<file path="config.mk">
export PLATFORM = sky130hd
export DESIGN_NAME = slow_cal_counter
export DESIGN_NICKNAME = d
export VERILOG_FILES = /design/src/rtl/slow_cal_pkg.sv /design/src/rtl/slow_cal_sync_edge.sv /design/src/rtl/slow_cal_xtal_check.sv /design/src/rtl/slow_cal_counter.sv
export SDC_FILE = /design/constraint.sdc
export NUM_CORES = 1
export LEC_CHECK = 0
export BUFFER_PORTS_ARGS = -buffer_cell sky130_fd_sc_hd__buf_4
export CAP_MARGIN = 20
export CORE_MARGIN = 10
export CORE_UTILIZATION = 45
export DETAILED_ROUTE_END_ITERATION = 12
export GPL_TIMING_DRIVEN = 0
export PLACE_DENSITY_LB_ADDON = 0.3
export SLEW_MARGIN = 20
export SYNTH_ARGS = -nofsm -noshare
export SYNTH_HDL_FRONTEND = slang
export SYNTH_SLANG_ARGS = --single-unit
export TNS_END_PERCENT = 10
</file>
<file path="constraint.sdc">
create_clock -name clk -period 24.5 [get_ports clk]
set_input_delay 1.225 -clock clk [delete_from_list [all_inputs] [get_ports clk]]
set_output_delay 1.225 -clock clk [all_outputs]
set_load 0.01 [all_outputs]
</file>
<file path="src/rtl/slow_cal_pkg.sv">
package slow_cal_pkg;
  typedef enum logic [1:0] {
    SRC_MUX  = 2'd0,
    SRC_RC   = 2'd1,
    SRC_XTAL = 2'd2,
    SRC_ALT  = 2'd3
  } src_sel_e;

  typedef enum logic [1:0] {
    ST_IDLE  = 2'd0,
    ST_ARM   = 2'd1,
    ST_COUNT = 2'd2
  } cal_state_e;

  localparam int NUM_SRC = 3;

  function automatic int unsigned src_index(input logic [1:0] sel);
    case (sel)
      SRC_RC:   return 1;
      SRC_XTAL: return 2;
      default:  return 0;
    endcase
  endfunction
endpackage

</file>
<file path="src/rtl/slow_cal_sync_edge.sv">
module slow_cal_sync_edge #(
  parameter int STAGES = 2
) (
  input  logic clk,
  input  logic rst_n,
  input  logic async_in,
  output logic rise
);
  logic [STAGES-1:0] sh;
  logic              prev;

  always_ff @(posedge clk or negedge rst_n) begin
    if (!rst_n) begin
      sh   <= '0;
      prev <= 1'b0;
    end else begin
      sh   <= {sh[STAGES-2:0], async_in};
      prev <= sh[STAGES-1];
    end
  end

  assign rise = sh[STAGES-1] & ~prev;
endmodule

</file>
<file path="src/rtl/slow_cal_xtal_check.sv">
module slow_cal_xtal_check #(
  parameter int CYC_W   = 15,
  parameter int CNT_W   = 25,
  parameter int REF_MHZ = 40
) (
  input  logic [CYC_W-1:0] cycles,
  input  logic [CNT_W-1:0] count,
  output logic             in_window
);
  localparam logic [63:0] REF_HZ = 64'(REF_MHZ) * 64'd1000000;

  logic [63:0] nominal, slack, meas;

  always_comb begin
    nominal   = (REF_HZ * 64'(cycles)) >> 15;
    slack     = nominal / 64'd2000;
    meas      = 64'(count);
    in_window = (meas >= nominal - slack) && (meas <= nominal + slack);
  end
endmodule

</file>
<file path="src/rtl/slow_cal_counter.sv">
module slow_cal_counter
  import slow_cal_pkg::*;
#(
  parameter int CYC_W       = 15,
  parameter int CNT_W       = 25,
  parameter int REF_MHZ     = 40,
  parameter int SYNC_STAGES = 2
) (
  input  logic             clk,
  input  logic             rst_n,
  input  logic             slow_mux_clk,
  input  logic             rc_div_clk,
  input  logic             xtal_clk,
  input  logic [1:0]       cfg_sel,
  input  logic [CYC_W-1:0] cfg_cycles,
  input  logic             cfg_start,
  input  logic             cfg_cont,
  input  logic             ready_clr,
  output logic             busy,
  output logic             ready,
  output logic [CNT_W-1:0] result,
  output logic             overflow,
  output logic             xtal_ok
);
  logic [NUM_SRC-1:0] src_clk, src_rise;
  assign src_clk = {xtal_clk, rc_div_clk, slow_mux_clk};

  generate
    for (genvar i = 0; i < NUM_SRC; i++) begin : g_sync
      slow_cal_sync_edge #(.STAGES(SYNC_STAGES)) u_sync (
        .clk      (clk),
        .rst_n    (rst_n),
        .async_in (src_clk[i]),
        .rise     (src_rise[i])
      );
    end
  endgenerate

  cal_state_e       state;
  logic [1:0]       sel_q;
  logic [CYC_W-1:0] cyc_q, edges;
  logic             cont_q, start_q;
  logic [CNT_W-1:0] cnt;

  logic             start_rise, slow_rise, hit;
  logic [CNT_W-1:0] cnt_next;
  logic [CYC_W-1:0] edges_next;

  assign start_rise = cfg_start & ~start_q;
  assign slow_rise  = src_rise[src_index(sel_q)];
  assign cnt_next   = (&cnt) ? cnt : cnt + 1'b1;
  assign edges_next = edges + 1'b1;
  assign busy       = (state != ST_IDLE);

  slow_cal_xtal_check #(.CYC_W(CYC_W), .CNT_W(CNT_W), .REF_MHZ(REF_MHZ)) u_chk_win (
    .cycles    (cyc_q),
    .count     (cnt_next),
    .in_window (hit)
  );

  always_ff @(posedge clk or negedge rst_n) begin
    if (!rst_n) begin
      state    <= ST_IDLE;
      sel_q    <= '0;
      cyc_q    <= '0;
      cont_q   <= 1'b0;
      start_q  <= 1'b0;
      edges    <= '0;
      cnt      <= '0;
      ready    <= 1'b0;
      result   <= '0;
      overflow <= 1'b0;
      xtal_ok  <= 1'b0;
    end else begin
      start_q <= cfg_start;
      if (ready_clr) ready <= 1'b0;
      if (start_rise) begin
        state    <= ST_ARM;
        sel_q    <= cfg_sel;
        cyc_q    <= cfg_cycles;
        cont_q   <= cfg_cont;
        ready    <= 1'b0;
        overflow <= 1'b0;
        xtal_ok  <= 1'b0;
      end else begin
        case (state)
          ST_ARM: begin
            if (slow_rise) begin
              cnt   <= '0;
              edges <= '0;
              if (cyc_q == '0) begin
                result  <= '0;
                ready   <= 1'b1;
                xtal_ok <= 1'b0;
                state   <= cont_q ? ST_ARM : ST_IDLE;
              end else begin
                state <= ST_COUNT;
              end
            end
          end
          ST_COUNT: begin
            cnt <= cnt_next;
            if (&cnt) overflow <= 1'b1;
            if (slow_rise) begin
              edges <= edges_next;
              if (edges_next == cyc_q) begin
                result  <= cnt_next;
                ready   <= 1'b1;
                xtal_ok <= hit && (sel_q == SRC_XTAL);
                cnt     <= '0;
                edges   <= '0;
                if (!cont_q) state <= ST_IDLE;
              end
            end
          end
          default: ;
        endcase
      end
    end
  end
endmodule

</file>
# == Word-level counts from Yosys, hierarchy flattened ==
# Index checks and enable logic that the tools add are counted.
# word_totals
output_inout_bits,29
register_bits,98
# op_classes
reduce_logical,15
muxes,41
bitwise,9
addsub,4
n_div,1
order_cmp,3
multipliers,1
eq_ne,14
# ops
operator,count
$mux W25,8
$pmux W25 S2,2
$add A26 B64 Y64,1
$div A26 B11 Y64 const B,1
$ge A25 B64 Y1,1
$le A25 B64 Y1,1
$sub A26 B64 Y64,1
$mux W15,3
$lt A32 B3 Y1 const B,1
$mul A17 B15 Y32 const A,1
$pmux W15 S2,1
$add A25 B1 Y25 const B,1
$reduce_and A25 Y1,1
$mux W1,16
$add A15 B1 Y15 const B,1
$eq A15 B15 Y1,1
$logic_not A15 Y1,1
$ne A3 B3 Y1 const B,5
$mux W2,6
$reduce_and A5 Y1,2
$ne A2 B2 Y1 const B,4
$pmux W2 S2,2
$reduce_bool A2 Y1,4
$reduce_and A6 Y1,1
11 further kinds,22

# == Logic depth before layout (Yosys ltp) ==
# Gate-level depths: netlist of the first run.
# depth
word_depth,10
ltp_mapped,111

# == Cells and area by module ==
# From an unflattened synthesis of the first run, not the netlist that was laid out.
# unflattened
hier_cells,2213
area_unflattened_um2,17499.3
# by_module_without_submodules
module,instances,area_per_inst_um2,cells_each
slow_cal_xtal_check,1,12044.1,1588
slow_cal_counter,1,5188.7,613
slow_cal_sync_edge,3,88.8,4

# == Least setup slack after synthesis of the first run ==
# Ideal clock, no wire load.
# synth_path
path_kind,register to register
startpoint,register cyc_q[13]
endpoint,register xtal_ok
synth_period_minus_slack_ns,19.856
path_slack_ns,4.644
arrival_ns,19.755
path_stages_with_launch,94
cell_sequence,dfrtp_1 -> inv_1 -> ha_1 -> inv_1 -> fa_1 -> inv_1 -> fa_1 -> inv_1 -> fa_1 -> inv_1 -> fa_1 -> inv_1 -> fa_1 -> inv_1 -> ha_1 -> a21oi_1 -> o21ai_1 -> a221oi_1 -> [58 not listed] -> a21oi_1 -> o21bai_1 -> a21o_1 -> a21o_1 -> nand2_1 -> nor2_1 -> xnor2_1 -> ha_1 -> a21oi_1 -> nor2b_1 -> o21ai_0 -> nand2b_1 -> a221o_1 -> a21o_1 -> a21o_1 -> a21oi_1 -> a211oi_1 -> o32ai_1
# synth_via
elab_chain_len,10
word_cells_on_any_way,17
# synth_rtl
element,line,text
start: declaration,slow_cal_counter.sv:41,"logic [CYC_W-1:0] cyc_q, edges;"
start signal: assignment,slow_cal_counter.sv:80,cyc_q <= cfg_cycles;
$mul A17 B15 Y32,slow_cal_xtal_check.sv:15,nominal = (REF_HZ * 64'(cycles)) >> 15;
$div A26 B11 Y64,slow_cal_xtal_check.sv:16,slack = nominal / 64'd2000;
$sub A26 B64 Y64 or $add A26 B64 Y64 (tied branches),slow_cal_xtal_check.sv:18,in_window = (meas >= nominal - slack) && (meas <= nominal + slack);
$ge A25 B64 Y1 or $le A25 B64 Y1 (tied branches),slow_cal_xtal_check.sv:18,
$logic_and A1 B1 Y1,slow_cal_xtal_check.sv:18,
$logic_and A1 B1 Y1,slow_cal_counter.sv:109,xtal_ok <= hit && (sel_q == SRC_XTAL);
$mux W1,slow_cal_counter.sv:106,if (edges_next == cyc_q) begin
$mux W1,slow_cal_counter.sv:104,if (slow_rise) begin
$pmux W1 S2,slow_cal_counter.sv:86,case (state)
$mux W1,slow_cal_counter.sv:77,if (start_rise) begin
end signal: assignment,slow_cal_counter.sv:109,
end: declaration,slow_cal_counter.sv:23,output logic xtal_ok
# Several ways; a longest one is shown, not always the timed one. The select of a mux whose other input is x is not followed.
# A chain may end at the register's enable or synchronous reset.

# == Worst setup path after layout of the first run ==
# layout_path
startpoint,register cyc_q[12]
endpoint,register xtal_ok
# The elaborated chain is that of the path after synthesis.

==> impl_metrics.json, run 1 <==
{
  "multi_input_area_sq_um": 13500,
  "reg2reg_from": "cyc_q[12]$_DFFE_PN0P_",
  "synthesis.instances": 2109,
  "synthTopCellsByCount": "231 x ha_1, 209 x nand2_1, 170 x inv_1",
  "critPathMaxFanout": 10,
  "final_max_slew_viol_count": 0,
  "post_drt_wl_per_cell_um": 17.8,
  "whs_ns": 0.358,
  "fmax_ghz": 0.0434,
  "synth-seq-cells": 98,
  "yosysUniqueCellTypes": 121,
  "min_to": "g_sync[2].u_sync.sh[1]$_DFF_PN0_",
  "cts_root_buf": "clkbuf_16",
  "finalCritPeriodShare_pct": 94.1,
  "ctsLongestPathBuffers": 2,
  "die_x_um": 214,
  "drv_cap": 0,
  "clk_latency_ns": 0.36,
  "required_ns": 24.76,
  "cts.sinks": 98,
  "status": "finished clean",
  "dr.pass1.iters": 5,
  "synth_top_cell_by_area": "ha_1",
  "ios": 54,
  "cpPeakStageDelay_ns": 0.99,
  "dp_hpwl_mm": 38.5,
  "antenna_found_initial": 0,
  "ys_warn_count": 0,
  "place_congestion": 0.955,
  "post_drt_via_cell_ratio": 5.90,
  "core_sq_um": 36900,
  "layout.nets": 2492,
  "path_clk_slew_ns": 0.07,
  "start_kind": "register",
  "holdCritStartpoint": "g_sync[2].u_sync.sh[0]$_DFF_PN0_",
  "grt_pass1_wl_mm": 78.9,
  "finalClockSkew_ns": 0.0118,
  "syn_nets": 2426,
  "synth_edf_count": 0,
  "num_rows": 70,
  "initial_core_util_pct": 45.9,
  "r2r_slack_ns": 1.44,
  "crit_type": "reg -> reg",
  "worstMarginPinSlew_ns": 1.21,
  "yosysTopAreaCellShare_pct": 17.1,
  "relSlewSlack_pct": 19.0,
  "dieArea_sq_um": 45700,
  "io_buffers": 53,
  "ys_async_sr_fraction_pct": 100,
  "cts_tree": "built",
  "seqCellArea_sq_um": 2450,
  "grt_start_max_net_pins": 99,
  "min_path_cells": 0,
  "layout_min_cycle_time_ns": 23.06,
  "ant_nets": 0,
  "yosysMostFrequentCell": "ha_1",
  "hp-class": "reg -> reg",
  "setup_viol": 0,
  "tns_ns": 0,
  "r2r_end": "xtal_ok$_DFFE_PN0P_",
  "areaGrowthSynthToFinish_pct": 8.77,
  "layout-drive-gt1-share_pct": 9.95,
  "worst_slack_ns": 1.44,
  "routed_wl_mm": 47.7,
  "synth-main-ff-cell": "dfrtp_1",
  "htreeDepth": 3,
  "ys_seq_area_share_pct": 14.5,
  "fp.dieH_um": 214,
  "vias": 15800,
  "hold_buffers": 0,
  "cpMostUsedCell": "a21oi_1",
  "crit_slowest_cell": "xnor2_1",
  "pre_cts_ws_ns": 1.25,
  "crit_path_end_kind": "register",
  "grt.overflow.total": 0,
  "n_fill_cell": 3585,
  "ys_top_cells_by_area": "ha_1 17%, dfrtp_1 15%, fa_1 7.2%",
  "diodes": 0,
  "track_usage_pct": 20.8,
  "grt_pass1_vias": 15200,
  "crit_arrival_ns": 23.32,
  "drc": 0,
  "synth.avg_cell_area_sq_um": 8.02,
  "cts_buffers": 9,
  "drt_iter0_drc": 1217,
  "hold_viol": 0,
  "syn_area_sq_um": 16900,
  "rr_worst_depth": 90
}
-- worst max-delay path, delay by kind of cell, from the launching register on --
family	cells	cell delay, ns
compound gates	50	11.92
fa+ha+maj	9	4.00
mux	2	0.67
buf+inv	13	1.55
xor+xnor	2	1.11
flops	1	0.52
simple gates	14	3.16
-- kinds of logic (layout without fill, tap and decap cells) --
family          after synthesis  after routing  share of synthesized area (%)
compound gates              580            580                           24.9
xor+xnor                    145            145                           7.55
fa+ha+maj                   293            293                           24.4
buf+inv                     269            340                           6.27
flops                        98             98                           14.5
mux                          27             27                           1.82
simple gates                697            697                           20.6
-- final cells by class --
cell class                      count  area share (%)
Tap cell                          504            3.43
Inverter                          180            3.67
Buffer                             89            2.09
Timing Repair Buffer               55            2.27
Clock buffer                        9            1.22
Clock inverter                      7           0.442
Multi-Input combinational cell   1742            73.5
Sequential cell                    98            13.3
-- worst max-delay path by stage --
stage,startpoint,slack [ns],end
after global placement,cyc_q[13]$_DFFE_PN0P_,1.47,xtal_ok$_DFFE_PN0P_
final,cyc_q[12]$_DFFE_PN0P_,1.44,xtal_ok$_DFFE_PN0P_
after CTS,cyc_q[13]$_DFFE_PN0P_,1.13,xtal_ok$_DFFE_PN0P_
after global routing,cyc_q[12]$_DFFE_PN0P_,-0.01,xtal_ok$_DFFE_PN0P_
after detailed placement,cyc_q[13]$_DFFE_PN0P_,1.25,xtal_ok$_DFFE_PN0P_
after floorplan,cyc_q[13]$_DFFE_PN0P_,4.64,xtal_ok$_DFFE_PN0P_
-- state kept, by name, summed over array words and instances, names as in the netlist --
name / count
start_q: 1
state: 2
cyc_q: 15
cont_q: 1
sel_q: 2
g_sync.u_sync.sh: 6
xtal_ok: 1
ready: 1
overflow: 1
edges: 15
cnt: 25
result: 25
g_sync.u_sync.prev: 3
-- through the flow --
| stage | instance area [sq um] | cells | util, % |
|---|---|---|---|
| 2_1_floorplan | 16900 | 2109 | - |
| 5_1_grt | 18400 | 2684 | 49.9 |
| 4_1_cts | 18300 | 2682 | 49.5 |
| 3_3_place_gp | 17900 | 2666 | 48.7 |
| 3_5_place_dp | 18000 | 2666 | 48.7 |
| 6_report | 18400 | 2684 | 49.9 |
-- cell usage in the layout, fill, tap and decap left out, types with 21 or more instances in the layout --
| cell type | n |
|---|---|
| a211oi_1 | 21 |
| a21o_1 | 32 |
| a21oi_1 | 101 |
| and2_1 | 22 |
| and3_1 | 25 |
| buf_2 | 25 |
| buf_4 | 55 |
| clkbuf_1 | 59 |
| dfrtp_1 | 97 |
| fa_1 | 61 |
| ha_1 | 231 |
| inv_1 | 170 |
| nand2_1 | 209 |
| nand2b_1 | 27 |
| nand3_1 | 53 |
| nand4_1 | 35 |
| nor2_1 | 160 |
| nor2b_1 | 22 |
| nor3_1 | 45 |
| o211ai_1 | 28 |
| o21ai_0 | 138 |
| o21ai_1 | 21 |
| o31ai_1 | 21 |
| xnor2_1 | 107 |
| xor2_1 | 35 |
-- layer usage --
layer	part of all wire [%]	vias up	wire length, um	global-route usage (%)
met3	4.7	52	2230	1.94
met5	0	-	0	0
met4	1.4	0	668	3.32
met2	46	423	22100	34.2
li1	-	7729	-	-
met1	48	7635	22700	29.3
-- what timing repair did --
action,CTS,global route
setup buffers,0,2
resized for setup,0,22
setup endpoints to repair,0,1
Power of run 1 is left out: the tool's default activity adds up to more than one toggle a clock period on the data nets, which glitch-free logic cannot reach.
==> run 2: changes to the inputs <==
CTS_BUF_LIST = sky130_fd_sc_hd__clkbuf_8   (was unset)
==> run 2 against run 1 <==
Effect of this change: register-to-register slack better by 0.08 ns; global-route usage hardly changed; sequential share of layout area is 0.080 points higher; hold slack better by 0.0071 ns; setup slack better by 0.084 ns; via count is 0.69% lower; cell area is 0.60% lower; wire length is 0.71% lower; final cell count stayed put; clock skew is 0.0078 ns higher; fmax is 0.36% higher; first-iteration DRC count is 3.0% lower; highest routed layer unchanged.
==> impl_metrics.json, run 2 (synthesized netlist as in run 1, its figures left out) <==
{
  "crit_slowest_cell": "xnor2_1",
  "layout.nets": 2492,
  "setup_viol": 0,
  "dp_hpwl_mm": 38.5,
  "cts_tree": "built",
  "grt.overflow.total": 0,
  "initial_core_util_pct": 45.9,
  "path_clk_slew_ns": 0.11,
  "finalClockSkew_ns": 0.0196,
  "drv_cap": 0,
  "layout-drive-gt1-share_pct": 9.95,
  "finalCritPeriodShare_pct": 93.8,
  "vias": 15700,
  "track_usage_pct": 20.8,
  "core_sq_um": 36900,
  "diodes": 0,
  "antenna_found_initial": 0,
  "cts_root_buf": "clkbuf_8",
  "grt_start_max_net_pins": 99,
  "start_kind": "register",
  "cpMostUsedCell": "a21oi_1",
  "critPathMaxFanout": 10,
  "place_congestion": 0.955,
  "hold_viol": 0,
  "drc": 0,
  "cts.sinks": 98,
  "worstMarginPinSlew_ns": 1.20,
  "die_x_um": 214,
  "post_drt_wl_per_cell_um": 17.7,
  "clk_latency_ns": 0.40,
  "crit_path_end_kind": "register",
  "pre_cts_ws_ns": 1.25,
  "fmax_ghz": 0.0435,
  "cts_buffers": 9,
  "drt_iter0_drc": 1180,
  "hp-class": "reg -> reg",
  "critical-path-top-delay-family": "compound AO/OA/AOI/OAI gates",
  "final_common_cell": "ha_1",
  "reg2reg_from": "cyc_q[12]$_DFFE_PN0P_",
  "relSlewSlack_pct": 19.3,
  "dieArea_sq_um": 45700,
  "tns_ns": 0,
  "fin_area_sq_um": 18300,
  "required_ns": 24.81,
  "htreeDepth": 3,
  "final_util_pct": 49.6,
  "layout_min_cycle_time_ns": 22.98,
  "grt_pass1_wl_mm": 78.8,
  "routed_wl_mm": 47.4,
  "crit_type": "reg -> reg",
  "worst_slack_ns": 1.52,
  "areaGrowthSynthToFinish_pct": 8.12,
  "ant_nets": 0,
  "mostFrequentLayoutCells": "231 x ha_1, 209 x nand2_1, 170 x inv_1, 160 x nor2_1, 138 x o21ai_0",
  "num_rows": 70,
  "holdCritStartpoint": "g_sync[2].u_sync.sh[0]$_DFF_PN0_",
  "post_dp_cell_area_sq_um": 18000,
  "multi_input_area_sq_um": 13500,
  "seqCellArea_sq_um": 2450,
  "dr.pass1.iters": 8,
  "final_max_slew_viol_count": 0,
  "n_fill_cell": 3606,
  "crit_start": "cyc_q[12]$_DFFE_PN0P_",
  "worstPathBufferInverterCount": 15,
  "cpPeakStageDelay_ns": 0.99,
  "top_regs": "cnt: 25 flops, result: 25 flops",
  "ctsLongestPathBuffers": 2,
  "io_buffers": 53,
  "grt_pass1_vias": 15200,
  "status": "finished clean",
  "ios": 54,
  "fp.dieH_um": 214,
  "crit_arrival_ns": 23.29,
  "post_drt_via_cell_ratio": 5.86
}
==> run 2: cell counts in the layout (fill, tap and decap cells not counted) <==
Identical to the previous run, type by type.
==> run 2: per-stage QoR <==
stage                     instances  hold slack, ns
final                          2684           0.365
after global routing           2684           0.380
after global placement         2666           0.336
after CTS                      2682           0.366
after detailed placement       2666           0.342
after floorplan                2109           0.331
==> run 2: worst reg2reg max path, delay by kind of cell (launching register included) <==
family | cells | cell delay (ns)
AO/OA/AOI/OAI | 43 | 10.10
AND/OR/NAND/NOR | 19 | 4.29
adder cells (fa/ha/maj) | 10 | 4.24
buffers and inverters | 15 | 1.67
XOR/XNOR | 2 | 1.13
multiplexers | 3 | 0.96
flip-flops | 1 | 0.52
==> run 2: cell type report <==
class,instances,area share (%)
multi-input cells,1742,73.9
flip-flops and latches,98,13.4
clock buffers,9,0.677
inverters,180,3.70
well taps,504,3.45
plain buffers,89,2.11
repair buffers,55,2.28
clock inverters,7,0.445
==> run 2: path summary, 6_finish.rpt <==
kind,to,slack [ns],cells after the start
setup / recovery,xtal_ok$_DFFE_PN0P_,1.52,92
hold / removal,g_sync[2].u_sync.sh[1]$_DFF_PN0_,0.36,0
setup reg to reg,xtal_ok$_DFFE_PN0P_,1.52,92
hold reg to reg,g_sync[2].u_sync.sh[1]$_DFF_PN0_,0.36,0
max in group asynchronous,cyc_q[13]$_DFFE_PN0P_,22.94,1
min in group asynchronous,edges[7]$_DFFE_PN0P_,0.90,1
==> run 2: per-layer routing <==
| metal | vias to the layer above | track usage (%) | wire [um] |
|---|---|---|---|
| li1 | 7721 | - | - |
| met1 | 7543 | 29.3 | 22600 |
| met2 | 404 | 34.1 | 21900 |
| met3 | 61 | 2.03 | 2200 |
| met4 | 0 | 3.72 | 711 |
| met5 | - | 0 | 0 |
==> run 2: timing repair <==
action                                  4_1_cts  5_1_grt
endpoints found under the setup margin        0        1
hold buffers                                  0        0
setup buffers                                 0        2
resized for setup                             0       21
endpoints found under the hold margin         0        0
Power of run 2 is left out for the same reason.
==> run 3: changes to the inputs <==
CORE_MARGIN = 3   (was 10)
==> run 3 against run 2 <==
Effect of this change: die area down 13%; fmax up 0.14%; count of clock-buffer cells in the layout unchanged; sequential share of layout area hardly changed; final cell count decreased by 1.3%; cell area shrank 0.23%; core utilization is essentially flat; hold slack worse by 0.0053 ns; clock skew fell by 0.0038 ns; setup slack better by 0.031 ns.
==> impl_metrics.json, run 3 (synthesized netlist as in run 1, its figures left out) <==
{
  "relSlewSlack_pct": 35.3,
  "finalClockSkew_ns": 0.0158,
  "post_drt_via_cell_ratio": 5.99,
  "grt_pass1_wl_mm": 78.5,
  "ios": 54,
  "io_buffers": 53,
  "track_usage_pct": 23.6,
  "areaGrowthSynthToFinish_pct": 7.87,
  "antenna_found_initial": 0,
  "final_common_cell": "ha_1",
  "cts_buffers": 9,
  "drc": 0,
  "multi_input_area_sq_um": 13500,
  "num_rows": 70,
  "mostFrequentLayoutCells": "231 x ha_1, 209 x nand2_1, 170 x inv_1, 160 x nor2_1, 138 x o21ai_0",
  "vias": 15900,
  "htreeDepth": 3,
  "dr.pass1.iters": 6,
  "post_drt_wl_per_cell_um": 17.7,
  "cts_root_buf": "clkbuf_8",
  "setup_viol": 0,
  "wirelength_met1_mm": 22.2,
  "start_kind": "register",
  "worstMarginPinSlew_ns": 0.963,
  "hold_buffers": 0,
  "final_max_slew_viol_count": 0,
  "grt_start_max_net_pins": 99,
  "top_regs": "cnt: 25 flops, result: 25 flops",
  "layout_min_cycle_time_ns": 22.95,
  "initial_core_util_pct": 46.0,
  "cpMostUsedCell": "inv_1",
  "min_path_cells": 0,
  "status": "finished clean",
  "cpPeakStageDelay_ns": 0.54,
  "crit_slowest_cell": "fa_1",
  "crit_type": "reg -> reg",
  "crit_path_end_kind": "register",
  "grt.overflow.total": 0,
  "tns_ns": 0,
  "layout-drive-gt1-share_pct": 10.1,
  "ant_nets": 0,
  "seqCellArea_sq_um": 2450,
  "critPathMaxFanout": 10,
  "routed_wl_mm": 47.0,
  "cts_tree": "built",
  "placed_cells": 2630,
  "stdcell_count": 2649,
  "grt_pass1_vias": 15400,
  "crit_arrival_ns": 23.23,
  "required_ns": 24.78,
  "finalCritPeriodShare_pct": 93.7,
  "clk_latency_ns": 0.39,
  "drv_cap": 0,
  "n_fill_cell": 3656,
  "die_x_um": 200,
  "worst_slack_ns": 1.55,
  "hp-class": "reg -> reg",
  "whs_ns": 0.359,
  "hold_viol": 0,
  "fp.dieH_um": 200,
  "layout.nets": 2494,
  "ctsLongestPathBuffers": 2,
  "diodes": 0,
  "drt_iter0_drc": 1426,
  "cts.sinks": 98,
  "dr_wl_met3_mm": 2.06,
  "top_layer_used": "met4",
  "rr_worst_depth": 93,
  "dp_hpwl_mm": 38.0,
  "fmax_ghz": 0.0436,
  "dieArea_sq_um": 39900,
  "pre_cts_ws_ns": 1.30,
  "core_sq_um": 36800,
  "place_congestion": 0.956,
  "path_clk_slew_ns": 0.10,
  "dr_wl_met2_mm": 22.1
}
run 3: stage by stage:
| stage | instance area [sq um] | util [%] |
|---|---|---|
| floorplan | 16900 | - |
| global placement | 17900 | 48.6 |
| detailed placement | 17900 | 48.7 |
| CTS | 18100 | 49.2 |
| global route | 18200 | 49.6 |
| finish | 18200 | 49.6 |
run 3: worst max-delay path, delay by kind of cell, from the launching register on:
| kind | cells | cell delay, ns |
|---|---|---|
| AOI/OAI and AO/OA | 35 | 7.68 |
| xor gates and xnor gates | 1 | 0.15 |
| adders and majority gates | 11 | 4.61 |
| buffers and inverters | 17 | 2.14 |
| DFF | 1 | 0.47 |
| muxes | 2 | 0.78 |
| and+or+nand+nor | 27 | 6.93 |
run 3: layout make-up:
class	instances	area share [%]
timing repair buffer	57	2.37
multi-input combinational	1742	74.1
clock buffer	9	0.679
inverter	180	3.70
tap	468	3.21
buffer	89	2.11
sequential	98	13.5
clock inverter	6	0.418
run 3: path summary, 6_finish.rpt:
kind,slack (ns),to,start
max reg2reg,1.55,xtal_ok$_DFFE_PN0P_,cyc_q[12]$_DFFE_PN0P_
min in group asynchronous,0.90,edges[6]$_DFFE_PN0P_,rst_n
max,1.55,xtal_ok$_DFFE_PN0P_,cyc_q[12]$_DFFE_PN0P_
min reg2reg,0.36,g_sync[1].u_sync.sh[1]$_DFF_PN0_,g_sync[1].u_sync.sh[0]$_DFF_PN0_
min,0.36,g_sync[1].u_sync.sh[1]$_DFF_PN0_,g_sync[1].u_sync.sh[0]$_DFF_PN0_
max in group asynchronous,22.95,cnt[7]$_DFFE_PN0P_,rst_n
run 3: what timing repair did:
item / 4_1_cts / 5_1_grt
buffers inserted: 0 / 4
hold endpoints to repair: 0 / 0
endpoints found under the setup margin: 0 / 1
resized for setup: 0 / 23
run 3: layer usage:
layer	vias to the layer above	GRT usage, %
met5	-	0
met4	0	3.70
met1	7690	33.1
li1	7730	-
met3	48	2.33
met2	397	40.6
Power of run 3 is left out for the same reason.
